## src/rtl/wti_pkg.sv

```systemverilog
`timescale 1ns/1ps
package wti_pkg;
  typedef enum logic [1:0] {
    CMD_IDLE  = 2'd0,
    CMD_READ  = 2'd1,
    CMD_WRITE = 2'd2,
    CMD_INVAL = 2'd3
  } bus_cmd_e;

  typedef enum logic [2:0] {
    ST_IDLE, ST_ARB, ST_RD, ST_RDW, ST_INV, ST_WR, ST_DONE
  } seq_state_e;
endpackage

```

## src/rtl/wti_line_store.sv

```systemverilog
`timescale 1ns/1ps
module wti_line_store #(
  parameter int LINES  = 4,
  parameter int TAG_W  = 6,
  parameter int DATA_W = 16
) (
  input  logic                     clk,
  input  logic                     rst_n,
  input  logic [$clog2(LINES)-1:0] look_idx,
  output logic                     look_valid,
  output logic [TAG_W-1:0]         look_tag,
  output logic [DATA_W-1:0]        look_data,
  input  logic                     upd_en,
  input  logic [$clog2(LINES)-1:0] upd_idx,
  input  logic [TAG_W-1:0]         upd_tag,
  input  logic [DATA_W-1:0]        upd_data,
  input  logic                     kill_req,
  input  logic [$clog2(LINES)-1:0] kill_idx,
  input  logic [TAG_W-1:0]         kill_tag,
  output logic                     kill_hit
);
  logic [LINES-1:0]  valid_vec;
  logic [TAG_W-1:0]  tag_arr  [LINES];
  logic [DATA_W-1:0] data_arr [LINES];

  // a snooped kill needs a live line with the same tag
  assign kill_hit = kill_req && valid_vec[kill_idx] && (tag_arr[kill_idx] == kill_tag);

  for (genvar i = 0; i < LINES; i++) begin : g_line
    logic              v_q;
    logic [TAG_W-1:0]  t_q;
    logic [DATA_W-1:0] d_q;
    logic              mine_upd, mine_kill;
    assign mine_upd  = upd_en && (upd_idx == i);
    assign mine_kill = kill_hit && (kill_idx == i);

    always_ff @(posedge clk or negedge rst_n) begin
      if (!rst_n) begin
        v_q <= 1'b0;
        t_q <= '0;
        d_q <= '0;
      end else if (mine_upd) begin     // local update has priority
        v_q <= 1'b1;
        t_q <= upd_tag;
        d_q <= upd_data;
      end else if (mine_kill) begin
        v_q <= 1'b0;
      end
    end

    assign valid_vec[i] = v_q;
    assign tag_arr[i]   = t_q;
    assign data_arr[i]  = d_q;
  end

  assign look_valid = valid_vec[look_idx];
  assign look_tag   = tag_arr[look_idx];
  assign look_data  = data_arr[look_idx];
endmodule

```

## src/rtl/wti_seq.sv

```systemverilog
`timescale 1ns/1ps
module wti_seq
  import wti_pkg::*;
#(
  parameter int          ADDR_W = 8,
  parameter int          DATA_W = 16,
  parameter int          SRC_W  = 2,
  parameter int unsigned MY_ID  = 1
) (
  input  logic              clk,
  input  logic              rst_n,
  input  logic              cpu_valid,
  input  logic              cpu_write,
  input  logic [ADDR_W-1:0] cpu_addr,
  input  logic [DATA_W-1:0] cpu_wdata,
  output logic              cpu_ready,
  input  logic              look_hit,
  input  logic              bus_gnt,
  input  logic              mem_rvalid,
  input  logic [DATA_W-1:0] mem_rdata,
  output logic              bus_req,
  output logic [1:0]        bus_cmd,
  output logic [ADDR_W-1:0] bus_addr,
  output logic [DATA_W-1:0] bus_wdata,
  output logic [SRC_W-1:0]  bus_src,
  output logic              in_idle,
  output logic [ADDR_W-1:0] req_addr,
  output logic              rd_hit_now,
  output logic              fill_en,
  output logic              upd_en,
  output logic [DATA_W-1:0] upd_data
);
  seq_state_e        st_q, st_d;
  logic [ADDR_W-1:0] addr_q;
  logic [DATA_W-1:0] wdata_q;
  logic              wr_q, hit_q;
  logic              accept;

  assign in_idle    = (st_q == ST_IDLE);
  assign req_addr   = addr_q;
  assign rd_hit_now = in_idle && cpu_valid && !cpu_write && look_hit;
  assign accept     = in_idle && cpu_valid && !rd_hit_now;
  assign fill_en    = (st_q == ST_RDW) && mem_rvalid;

  always_comb begin
    st_d      = st_q;
    bus_cmd   = CMD_IDLE;
    bus_req   = 1'b0;
    cpu_ready = 1'b0;
    upd_en    = 1'b0;
    upd_data  = mem_rdata;
    unique case (st_q)
      ST_IDLE: begin
        cpu_ready = rd_hit_now;
        if (accept) st_d = ST_ARB;
      end
      ST_ARB: begin
        bus_req = 1'b1;
        if (bus_gnt) st_d = (wr_q && hit_q) ? ST_INV : ST_RD;
      end
      ST_RD: begin
        bus_req = 1'b1;
        bus_cmd = CMD_READ;
        st_d    = ST_RDW;
      end
      ST_RDW: begin
        bus_req = 1'b1;
        if (fill_en) begin
          upd_en = 1'b1;
          st_d   = wr_q ? ST_INV : ST_DONE;
        end
      end
      ST_INV: begin
        bus_req = 1'b1;
        bus_cmd = CMD_INVAL;
        st_d    = ST_WR;
      end
      ST_WR: begin
        bus_req  = 1'b1;
        bus_cmd  = CMD_WRITE;
        upd_en   = 1'b1;
        upd_data = wdata_q;
        st_d     = ST_DONE;
      end
      ST_DONE: begin
        cpu_ready = 1'b1;
        st_d      = ST_IDLE;
      end
      default: st_d = ST_IDLE;
    endcase
  end

  assign bus_addr  = (bus_cmd != CMD_IDLE) ? addr_q : '0;
  assign bus_wdata = (bus_cmd == CMD_WRITE) ? wdata_q : '0;
  assign bus_src   = (bus_cmd != CMD_IDLE) ? SRC_W'(MY_ID) : '0;

  always_ff @(posedge clk or negedge rst_n) begin
    if (!rst_n) begin
      st_q    <= ST_IDLE;
      addr_q  <= '0;
      wdata_q <= '0;
      wr_q    <= 1'b0;
      hit_q   <= 1'b0;
    end else begin
      st_q <= st_d;
      if (accept) begin
        addr_q  <= cpu_addr;
        wdata_q <= cpu_wdata;
        wr_q    <= cpu_write;
        hit_q   <= look_hit;
      end
    end
  end
endmodule

```

## src/rtl/wti_snoop_ctrl.sv

```systemverilog
`timescale 1ns/1ps
module wti_snoop_ctrl
  import wti_pkg::*;
#(
  parameter int          ADDR_W = 8,
  parameter int          DATA_W = 16,
  parameter int          LINES  = 4,
  parameter int          SRC_W  = 2,
  parameter int unsigned MY_ID  = 1
) (
  input  logic              clk,
  input  logic              rst_n,
  input  logic              cpu_valid,
  input  logic              cpu_write,
  input  logic [ADDR_W-1:0] cpu_addr,
  input  logic [DATA_W-1:0] cpu_wdata,
  output logic              cpu_ready,
  output logic [DATA_W-1:0] cpu_rdata,
  output logic              bus_req,
  input  logic              bus_gnt,
  output logic [1:0]        bus_cmd,
  output logic [ADDR_W-1:0] bus_addr,
  output logic [DATA_W-1:0] bus_wdata,
  output logic [SRC_W-1:0]  bus_src,
  input  logic              mem_rvalid,
  input  logic [DATA_W-1:0] mem_rdata,
  input  logic [1:0]        snp_cmd,
  input  logic [ADDR_W-1:0] snp_addr,
  input  logic [SRC_W-1:0]  snp_src
);
  localparam int IDX_W = $clog2(LINES);
  localparam int TAG_W = ADDR_W - IDX_W;

  function automatic logic [IDX_W-1:0] idx_of(input logic [ADDR_W-1:0] a);
    return a[IDX_W-1:0];
  endfunction

  function automatic logic [TAG_W-1:0] tag_of(input logic [ADDR_W-1:0] a);
    return a[ADDR_W-1:IDX_W];
  endfunction

  logic              in_idle, look_valid, look_hit;
  logic [ADDR_W-1:0] req_addr, look_addr;
  logic [TAG_W-1:0]  look_tag;
  logic [DATA_W-1:0] look_data, upd_data;
  logic              rd_hit_now, fill_en, upd_en;
  logic              kill_req, kill_hit;

  assign look_addr = in_idle ? cpu_addr : req_addr;
  assign look_hit  = look_valid && (look_tag == tag_of(look_addr));
  assign cpu_rdata = look_data;
  assign kill_req  = (snp_cmd == CMD_INVAL) && (snp_src != SRC_W'(MY_ID));

  wti_line_store #(.LINES(LINES), .TAG_W(TAG_W), .DATA_W(DATA_W)) u_store (
    .clk        (clk),
    .rst_n      (rst_n),
    .look_idx   (idx_of(look_addr)),
    .look_valid (look_valid),
    .look_tag   (look_tag),
    .look_data  (look_data),
    .upd_en     (upd_en),
    .upd_idx    (idx_of(req_addr)),
    .upd_tag    (tag_of(req_addr)),
    .upd_data   (upd_data),
    .kill_req   (kill_req),
    .kill_idx   (idx_of(snp_addr)),
    .kill_tag   (tag_of(snp_addr)),
    .kill_hit   (kill_hit)
  );

  wti_seq #(.ADDR_W(ADDR_W), .DATA_W(DATA_W), .SRC_W(SRC_W), .MY_ID(MY_ID)) u_seq (
    .clk        (clk),
    .rst_n      (rst_n),
    .cpu_valid  (cpu_valid),
    .cpu_write  (cpu_write),
    .cpu_addr   (cpu_addr),
    .cpu_wdata  (cpu_wdata),
    .cpu_ready  (cpu_ready),
    .look_hit   (look_hit),
    .bus_gnt    (bus_gnt),
    .mem_rvalid (mem_rvalid),
    .mem_rdata  (mem_rdata),
    .bus_req    (bus_req),
    .bus_cmd    (bus_cmd),
    .bus_addr   (bus_addr),
    .bus_wdata  (bus_wdata),
    .bus_src    (bus_src),
    .in_idle    (in_idle),
    .req_addr   (req_addr),
    .rd_hit_now (rd_hit_now),
    .fill_en    (fill_en),
    .upd_en     (upd_en),
    .upd_data   (upd_data)
  );
endmodule

```

## config.mk

```make
export PLATFORM = sky130hd
export DESIGN_NAME = wti_snoop_ctrl
export DESIGN_NICKNAME = d
export VERILOG_FILES = /design/src/rtl/wti_pkg.sv /design/src/rtl/wti_line_store.sv /design/src/rtl/wti_seq.sv /design/src/rtl/wti_snoop_ctrl.sv
export SDC_FILE = /design/constraint.sdc
export NUM_CORES = 1
export LEC_CHECK = 0
export ABC_AREA = 1
export BUFFER_PORTS_ARGS = -buffer_cell sky130_fd_sc_hd__buf_4
export CORE_AREA = 2 2 162 85
export CTS_BUF_LIST = sky130_fd_sc_hd__clkbuf_8
export DETAILED_ROUTE_END_ITERATION = 16
export DIE_AREA = 0 0 164 87
export PLACE_DENSITY = 0.71
export SYNTH_ARGS = -nofsm -noshare
export SYNTH_HDL_FRONTEND = slang
export SYNTH_SLANG_ARGS = --single-unit
```

## constraint.sdc

```tcl
create_clock -name clk -period 2.82 [get_ports clk]
set_clock_uncertainty 0.2 [all_clocks]
set_input_delay 0.423 -clock clk [delete_from_list [all_inputs] [get_ports clk]]
set_output_delay 0.423 -clock clk [all_outputs]
set_load 0.02 [all_outputs]
```

# Yosys cells after proc, flatten, opt, wreduce, memory -nomap -nowiden
# Index checks and enable logic that the tools add are counted.
# Widths: inputs -> output; s select.
# totals
ff_bits	121
inputBits	58
out_inout_bits	46
# op_classes
order_cmp	4
n_eq_ne	20
mux	37
bitwise	2
n_reduce_logical	30
# ops
operator	count
$mux 16	4
$bmux 16 s2	1
$bmux 6 s2	2
$mux 6	4
$logic_and 1x1->1	18
$pmux 3 s6	1
$mux 8	2
$mux 1	13
$eq 2x2->1 const B	6
$eq 6x6->1	2
$mux 3	4
$reduce_bool 2->1	5
$eq 3x3->1 const B	3
$eq 3x2->1 const B	2
$ge 3x3->1 const B	2
$lt 2x3->1 const B	2
$not 2->3	2
$pmux 2 s3	1
$reduce_or 5->1	1
$bmux 1 s2	2
$eq 2x1->1 const B	2
$logic_not 2->1	2
$ne 2x1->1 const B	2
$ne 2x2->1 const B	2
other kinds (6)	8

# Longest topological paths before layout
# Gate-level depths: netlist of run 1.
# logic_depth
word_depth	13
mapped_depth	19
ltp_nobuf	16

# Modules after synthesis
# From an unflattened synthesis of run 1, not the netlist that was laid out.
# unflattened
hier_cells	836
hier_area_um2	6296.0
# by_module_without_submodules
mod	n_inst	cells_per_inst	area_per_inst_um2
wti_line_store	1	555	4340.4
wti_seq	1	223	1681.6
wti_snoop_ctrl	1	58	274.0

# Worst setup path after synthesis of run 1
# No wires, ideal clock.
# synth_path
kind	reg-to-output
start	reg u_seq.st_q[1]
end	out cpu_ready
t_arrival_ps	1888
required_ps	2197
slack_ps	309
path_stages_with_launch	12
path_cell_list	dfrtp_1 -> nor2_4 -> nand2_4 -> buf_12 -> o21ai_4 -> buf_6 -> nand3_2 -> nand3_1 -> nand3_1 -> nor2_2 -> nand2_2 -> o32ai_1
# synth_via
elab_chain_cells	10
# synth_lines
element	line_no	source
from (decl)	wti_seq.sv:33	seq_state_e st_q, st_d;
from (signal assigned)	wti_seq.sv:105	st_q <= st_d;
$logic_not 3->1	wti_seq.sv:39, wti_seq.sv:52	
$mux 8	wti_snoop_ctrl.sv:49	assign look_addr = in_idle ? cpu_addr : req_addr;
$not 2->3 (not written as such)	wti_line_store.sv:57	assign look_tag = tag_arr[look_idx];
$bmux 6 s2	wti_line_store.sv:57	
$mux 6 (not written as such) (2 in series)	wti_line_store.sv:57	
$eq 6x6->1	wti_snoop_ctrl.sv:50	assign look_hit = look_valid && (look_tag == tag_of(look_addr));
$logic_and 1x1->1	wti_snoop_ctrl.sv:50	
$logic_and 1x1->1	wti_seq.sv:41	assign rd_hit_now = in_idle && cpu_valid && !cpu_write && look_hit;
$pmux 1 s2 *	wti_seq.sv:52	unique case (st_q)
to (decl)	wti_snoop_ctrl.sv:17	output logic cpu_ready,
# Mark *: on every way between the ends. The rest lies on a longest branch, timed or not. The select of a mux whose other input is x is not followed.

# Final worst setup path of run 1
# Ends and elaborated chain as after synthesis.

==> impl_metrics.env, run 1 <==
export IMPL_clockPowerShare=0.154
export IMPL_worstHoldPathCells=3
export IMPL_drv_max_cap_violation_count=0
export IMPL_remaining_drc_errors=0
export IMPL_power_leakage_nw=4.338
export IMPL_placement_setup_worst_slack_ps=42.10
export IMPL_yosysWarnings=0
export IMPL_grt_remaining_overflow=0
export IMPL_r2r_end="u_seq.hit_q"
export IMPL_wl_per_cell_um=15.79
export IMPL_timing_max_transition_violations_final=0
export IMPL_layout_min_cycle_time_ps=3111
export IMPL_min_period_over_period=1.103
export IMPL_switching_share=0.4425
export IMPL_track_usage=0.2558
export IMPL_die_width_um=164
export IMPL_hold_path_startpoint="cpu_wdata[3]"
export IMPL_min_path_type="in -> reg"
export IMPL_dr_pass1_iters=6
export IMPL_final_nets=1025
export IMPL_power_per_cell_area_nw_per_um2=1340
export IMPL_synth_enable_flop_cells=0
export IMPL_die_height_um=87
export IMPL_setup_crit_path_kind="reg -> out"
export IMPL_grt_pass1_wl_um=28160
export IMPL_sequentialPowerShare=0.268
export IMPL_synthesis_nets=876
export IMPL_final_setup_worst_slack_ps=-290.9
export IMPL_die_area_um2=14270
export IMPL_min_delay_worst_endpoint="u_seq.wdata_q[3]"
export IMPL_grt_max_degree=62
export IMPL_numCtsBuffers=17
export IMPL_area_growth_syn_to_layout_pct=35.76
export IMPL_syn_cell_area_um2=6305
export IMPL_final_cell_count_no_fill=1156
export IMPL_antenna_found_initial=0
export IMPL_slew_headroom=0.6548
export IMPL_power_combinational_fraction=0.579
export IMPL_synth_yosys_seq_area_share=0.4803
export IMPL_starting_utilization_of_the_core_area=0.4841
export IMPL_viasPerCell=5.277
export IMPL_max_vdd_ir_drop_v=0.0007113
export IMPL_syn_inst=818
export IMPL_status="complete, but fails checks"
export IMPL_worst_slew_pin_transition_ps=513.8
export IMPL_crit_path_end_kind="output port"
export IMPL_cts_root_buf="clkbuf_8"
export IMPL_timing_hold_ws_ps=10.06
export IMPL_failing_checks="setup timing"
export IMPL_worstSkewPairLatency_ps=440
export IMPL_gp_congestion=0.9353
export IMPL_io_pins=104
export IMPL_floorplan_rows=30
export IMPL_synth_distinct_cells=38
export IMPL_setup_viol_count_final=17
export IMPL_routed_wl_um=18260
export IMPL_cts_clk_slew_worst_paths_ps=70
export IMPL_postSynth_asyncResetShare=1.000
export IMPL_route_vias_total=6100
export IMPL_cts_tree="built"
export IMPL_cts_htree_levels=4
export IMPL_worst_setup_path_start_kind="flip-flop"
export IMPL_critPathMaxFanout=8
export IMPL_internal_power_w=0.006394
export IMPL_dr_first_iter_drc_count=672
export IMPL_post_place_cells=1086
export IMPL_power_switching_w=0.005074
export IMPL_place_port_buffers=102
export IMPL_clk_path_buf_depth=2
export IMPL_crit_arrival_ps=2490
export IMPL_antenna_left=0
export IMPL_syn_avg_cell_area_um2=7.708
export IMPL_ys_ff_latch=121
export IMPL_layout_drive_gt1_share=0.2510
export IMPL_regToRegStartpoint="u_seq.st_q[1]"
export IMPL_finalHoldViolCount=0
export IMPL_cts_sink_count=121
export IMPL_rsz_0062_raised_after_global_routing="true"
export IMPL_timing_fmax_mhz=321.4
export IMPL_core_um2=13030
export IMPL_yosys_most_used_dff="dfrtp_1"
export IMPL_num_antenna_cells=0
export IMPL_rrSetupSlack_ps=90
export IMPL_worst_endpoint_required_ps=2200
export IMPL_rr_worst_depth=16
export IMPL_via_count_of_the_first_global_routing_pass=5449
export IMPL_final_setup_tns_ps=-1778
export IMPL_place_detailed_hpwl_um=12080
[registers in the layout, summed over array words and instances, names as in the netlist]
register,count
u_store.g_line.d_q,64
u_seq.st_q,3
u_seq.hit_q,1
u_seq.wdata_q,16
u_seq.req_addr,8
u_store.g_line.v_q,4
u_store.g_line.t_q,24
u_seq.wr_q,1
[placed cells by master (no fill, tap or decap), types with 2 or more instances in the layout]
cell type / count
o21ai_4: 4
clkbuf_8: 20
a21oi_1: 2
inv_1: 96
clkinvlp_4: 2
buf_8: 6
nor2_1: 58
o21ai_2: 16
nand2_4: 2
a221oi_1: 3
a22oi_1: 4
clkbuf_16: 3
nor3_1: 2
clkinv_4: 2
nand3_1: 44
nand3_4: 2
o22ai_2: 9
nand3_2: 11
o22ai_1: 10
o21ai_1: 34
o211ai_1: 3
o21ai_0: 118
inv_2: 2
buf_4: 124
buf_6: 12
dfrtp_1: 121
buf_12: 9
dlygate4sd3_1: 15
nor2_2: 2
xor2_1: 3
nand2_1: 215
bufinv_16: 4
nand2_8: 6
nand2_2: 5
[kinds of logic after synthesis]
logic type | after synthesis | synth area share
simple gates | 349 | 0.2385
compound gates | 207 | 0.1806
flops | 121 | 0.4803
buf+inv | 137 | 0.09585
other cells | 1 | 0.0005948
xor+xnor | 3 | 0.004168
[timing repair]
action,CTS,global route
hold buffers,15,0
buffers inserted,11,8
cloned,1,4
endpoints found under the hold margin,47,0
gates resized for setup,39,59
pin swaps,8,12
setup endpoints to repair,17,18
[cell type report]
| class | count | area (um^2) |
|---|---|---|
| well taps | 176 | 220.2 |
| repair buffers | 170 | 1589 |
| inverters | 95 | 356.6 |
| clock buffers | 20 | 275.3 |
| clock inverters | 12 | 172.7 |
| fillers | 1047 | 4466 |
| multi-input cells | 562 | 2918 |
| flip-flops and latches | 121 | 3028 |
[power groups by stage]
stage          combinational [W]  sequential [W]  clock [W]
2_1_floorplan            0.00357         0.00289          0
3_5_place_dp             0.00519         0.00302          0
4_1_cts                  0.00575         0.00302    0.00179
5_1_grt                  0.00719         0.00315    0.00186
6_report                 0.00664         0.00307    0.00176
3_3_place_gp             0.00514         0.00302          0
[cells in the mapped netlist (all sizes together) (2+ instances only)]
cell	count	share of area
nor3	2	0.0016
dfrtp	121	0.48
nand3	56	0.048
nor2	61	0.038
o211ai	3	0.0036
buf	12	0.021
o22ai	19	0.019
a221oi	3	0.0042
inv	95	0.057
nand2	227	0.15
xor2	3	0.0042
a22oi	4	0.0048
clkbuf	30	0.018
a21oi	2	0.0016
o21ai	172	0.14
[metrics by stage]
step / area (um^2) / power, W / util
final: 8559 / 0.01147 / 0.6572
after global routing: 8559 / 0.01220 / 0.6572
after CTS: 8192 / 0.01056 / 0.6289
after detailed placement: 7351 / 0.008210 / 0.5644
after global placement: 7351 / 0.008163 / 0.5644
after floorplan: 6305 / 0.006459 / -
[worst max-delay path by stage]
stage                   from         to  slack (ps)  depth (start not counted)
2_1_floorplan  u_seq.st_q[1]  cpu_ready         310                         11
3_3_place_gp   u_seq.st_q[1]  cpu_ready         100                         12
3_5_place_dp   u_seq.st_q[1]  cpu_ready          40                         12
4_1_cts        u_seq.st_q[0]  cpu_ready        -220                         14
5_1_grt        u_seq.st_q[1]  cpu_ready        -440                         15
6_report       u_seq.st_q[1]  cpu_ready        -290                         13
[routing by layer]
| layer | global-route usage | vias to the layer above | share of wire |
|---|---|---|---|
| met5 | 0 | - | 0 |
| met4 | 0.06539 | 0 | 0.011 |
| met3 | 0.06806 | 21 | 0.099 |
| met2 | 0.3487 | 269 | 0.39 |
| met1 | 0.3977 | 2850 | 0.50 |
| li1 | - | 2960 | - |
[worst max-delay path, stage by stage (launching register included)]
cell     delay, ps
dfrtp_1        420
nor2_4         230
buf_4          190
nand3_4        160
nand2_8        160
nand2_1         60
nand3_1        100
nand2_1         70
nand2_1         60
nand2_1         70
nor2_2         120
nand2_2        100
o32ai_2        110
buf_4          180
Power figures use the tool's default switching activity.
==> inputs of run 2 (changes only) <==
Settings changed: CORE_AREA 2 2 162 85 to 2 2 181 94, DIE_AREA 0 0 164 87 to 0 0 183 96, PLACE_DENSITY 0.71 to not set.
==> impl_metrics.env, run 2 (synthesized netlist as in run 1, its figures left out) <==
export IMPL_status="complete, but fails checks"
export IMPL_failing_checks="setup timing"
export IMPL_regToRegStartpoint="u_seq.st_q[1]"
export IMPL_top_regs="u_store.g_line.d_q x64, u_store.g_line.t_q x24, u_seq.wdata_q x16"
export IMPL_internal_power_w=0.005752
export IMPL_area_growth_syn_to_layout_pct=31.71
export IMPL_regMostFlops="u_store.g_line.d_q"
export IMPL_crit_end="cpu_ready"
export IMPL_core_um2=16020
export IMPL_min_path_type="in -> reg"
export IMPL_final_nets=1018
export IMPL_io_pins=104
export IMPL_viasPerCell=5.057
export IMPL_final_cell_count_no_fill=1183
export IMPL_final_seq_area_um2=3029
export IMPL_via_count_of_the_first_global_routing_pass=5300
export IMPL_starting_utilization_of_the_core_area=0.3935
export IMPL_track_usage=0.2147
export IMPL_clockPowerShare=0.155
export IMPL_layout_drive_gt1_share=0.2240
export IMPL_power_per_cell_area_nw_per_um2=1291
export IMPL_timing_hold_ws_ps=26.29
export IMPL_final_setup_tns_ps=-1648
export IMPL_worst_slew_pin_transition_ps=660.1
export IMPL_power_switching_w=0.004971
export IMPL_cts_tree="built"
export IMPL_grt_pass1_wl_um=29060
export IMPL_final_setup_worst_slack_ps=-273.9
export IMPL_r2r_end="u_seq.req_addr[1]"
export IMPL_setup_crit_path_kind="reg -> out"
export IMPL_cts_sink_count=121
export IMPL_postLayoutCoreUtil=0.5184
export IMPL_place_port_buffers=102
export IMPL_dr_pass1_iters=7
export IMPL_finalHoldViolCount=0
export IMPL_worst_endpoint_required_ps=2200
export IMPL_num_antenna_cells=0
export IMPL_min_period_over_period=1.097
export IMPL_clk_path_buf_depth=2
export IMPL_rrSetupSlack_ps=150
export IMPL_floorplan_rows=33
export IMPL_cts_root_buf="clkbuf_8"
export IMPL_antenna_found_initial=0
export IMPL_timing_max_transition_violations_final=0
export IMPL_slew_headroom=0.5600
export IMPL_post_place_cells=1112
export IMPL_drv_max_cap_violation_count=0
export IMPL_dr_first_iter_drc_count=596
export IMPL_critPathMaxFanout=12
export IMPL_crit_path_end_kind="output port"
export IMPL_die_area_um2=17570
export IMPL_antenna_left=0
export IMPL_worstSkewPairLatency_ps=440
export IMPL_place_detailed_hpwl_um=12480
export IMPL_multiInputGateArea_um2=2835
export IMPL_rsz_0062_raised_after_global_routing="true"
export IMPL_timing_fmax_mhz=323.2
export IMPL_max_vdd_ir_drop_v=0.0006342
export IMPL_rr_worst_depth=19
export IMPL_power_leakage_nw=4.200
export IMPL_route_vias_total=5983
export IMPL_grt_remaining_overflow=0
export IMPL_remaining_drc_errors=0
export IMPL_mostFrequentLayoutCell="nand2_1"
export IMPL_critPathLaunch="u_seq.st_q[1]"
export IMPL_die_width_um=183
export IMPL_switching_share=0.4636
export IMPL_gp_congestion=0.9080
export IMPL_setup_viol_count_final=17
export IMPL_cts_clk_slew_worst_paths_ps=80
export IMPL_largest_register_ffs=64
export IMPL_worst_setup_path_start_kind="flip-flop"
export IMPL_grt_max_degree=51
export IMPL_routed_wl_um=18470
export IMPL_most_common_layout_cells="nand2_1, buf_4, o21ai_0, dfrtp_1, inv_1"
export IMPL_crit_arrival_ps=2470
export IMPL_cts_htree_levels=4
export IMPL_wl_per_cell_um=15.61
export IMPL_numCtsBuffers=17
export IMPL_fillerInstances=1544
export IMPL_sequentialPowerShare=0.284
export IMPL_power_combinational_fraction=0.561
export IMPL_layout_min_cycle_time_ps=3094
export IMPL_die_height_um=96
-- run 2: cell count changes in the layout (fill, tap and decap cells not counted), sizes merged --
cell	delta
dlygate4sd3	+4
inv	+7
clkinv	-1
clkbuf	-5
clkinvlp	-1
bufinv	-2
buf	-11
nand2	+2
-- run 2: power groups by stage --
stage / Combinational, W / Clock [W] / Sequential (W)
final: 0.00602 / 0.00166 / 0.00304
after global routing: 0.00660 / 0.00178 / 0.00313
after CTS: 0.00564 / 0.00169 / 0.00302
after detailed placement: 0.00510 / 0 / 0.00303
after global placement: 0.00510 / 0 / 0.00304
after floorplan: 0.00357 / 0 / 0.00289
-- run 2: how the worst min path moves through the flow --
stage	startpoint	to	slack, ps	cells past startpoint
final	cpu_addr[4]	u_seq.req_addr[4]	30	3
after global routing	cpu_addr[4]	u_seq.req_addr[4]	20	3
after global placement	u_store.g_line[1].d_q[11]	u_store.g_line[1].d_q[11]	260	2
after CTS	cpu_addr[4]	u_seq.req_addr[4]	2	3
after floorplan	rst_n	u_seq.hit_q	-70	0
after detailed placement	u_store.g_line[2].v_q	u_store.g_line[2].v_q	260	2
-- run 2: worst max-delay path, cell delays in order, from the launching register on --
cell and delay, ps:
dfrtp_2 430, nor2_4 150, buf_6 130, nand2_8 100, o21ai_4 190, buf_12 150
nand3_1 130, nand3_2 100, nand2_1 60, inv_1 50, nand2_1 60, nor2_2 100
nand2_2 80, o32ai_2 140, buf_4 180
-- run 2: repair_timing --
action | in CTS | in global routing
hold endpoints to repair | 62 | 0
gates cloned | 1 | 4
setup buffers | 11 | 5
endpoints found under the setup margin | 17 | 21
hold buffers | 19 | 0
pin swaps | 6 | 9
resized for setup | 38 | 17
-- run 2: metal layers --
| metal | global-route usage | vias up | routed length (um) |
|---|---|---|---|
| met4 | 0.03200 | 0 | 142 |
| met3 | 0.05940 | 14 | 1644 |
| met5 | 0 | - | 0 |
| li1 | - | 2954 | - |
| met2 | 0.2768 | 242 | 6700 |
| met1 | 0.3496 | 2773 | 9978 |
-- run 2: layout make-up --
class,instances,area share
clock inverters,15,0.02124
repair buffers,161,0.1695
multi-input cells,564,0.3414
flip-flops and latches,121,0.3648
inverters,95,0.04324
well taps,210,0.03164
clock buffers,17,0.02818
-- run 2: stage by stage --
| step | power [W] | cell area (um^2) | setup slack (ps) |
|---|---|---|---|
| 2_1_floorplan | 0.006459 | 6305 | 308.7 |
| 3_3_place_gp | 0.008132 | 7333 | 104.7 |
| 3_5_place_dp | 0.008138 | 7333 | 40.34 |
| 4_1_cts | 0.01035 | 8148 | -245.7 |
| 5_1_grt | 0.01151 | 8304 | -408.7 |
| 6_report | 0.01072 | 8304 | -273.9 |
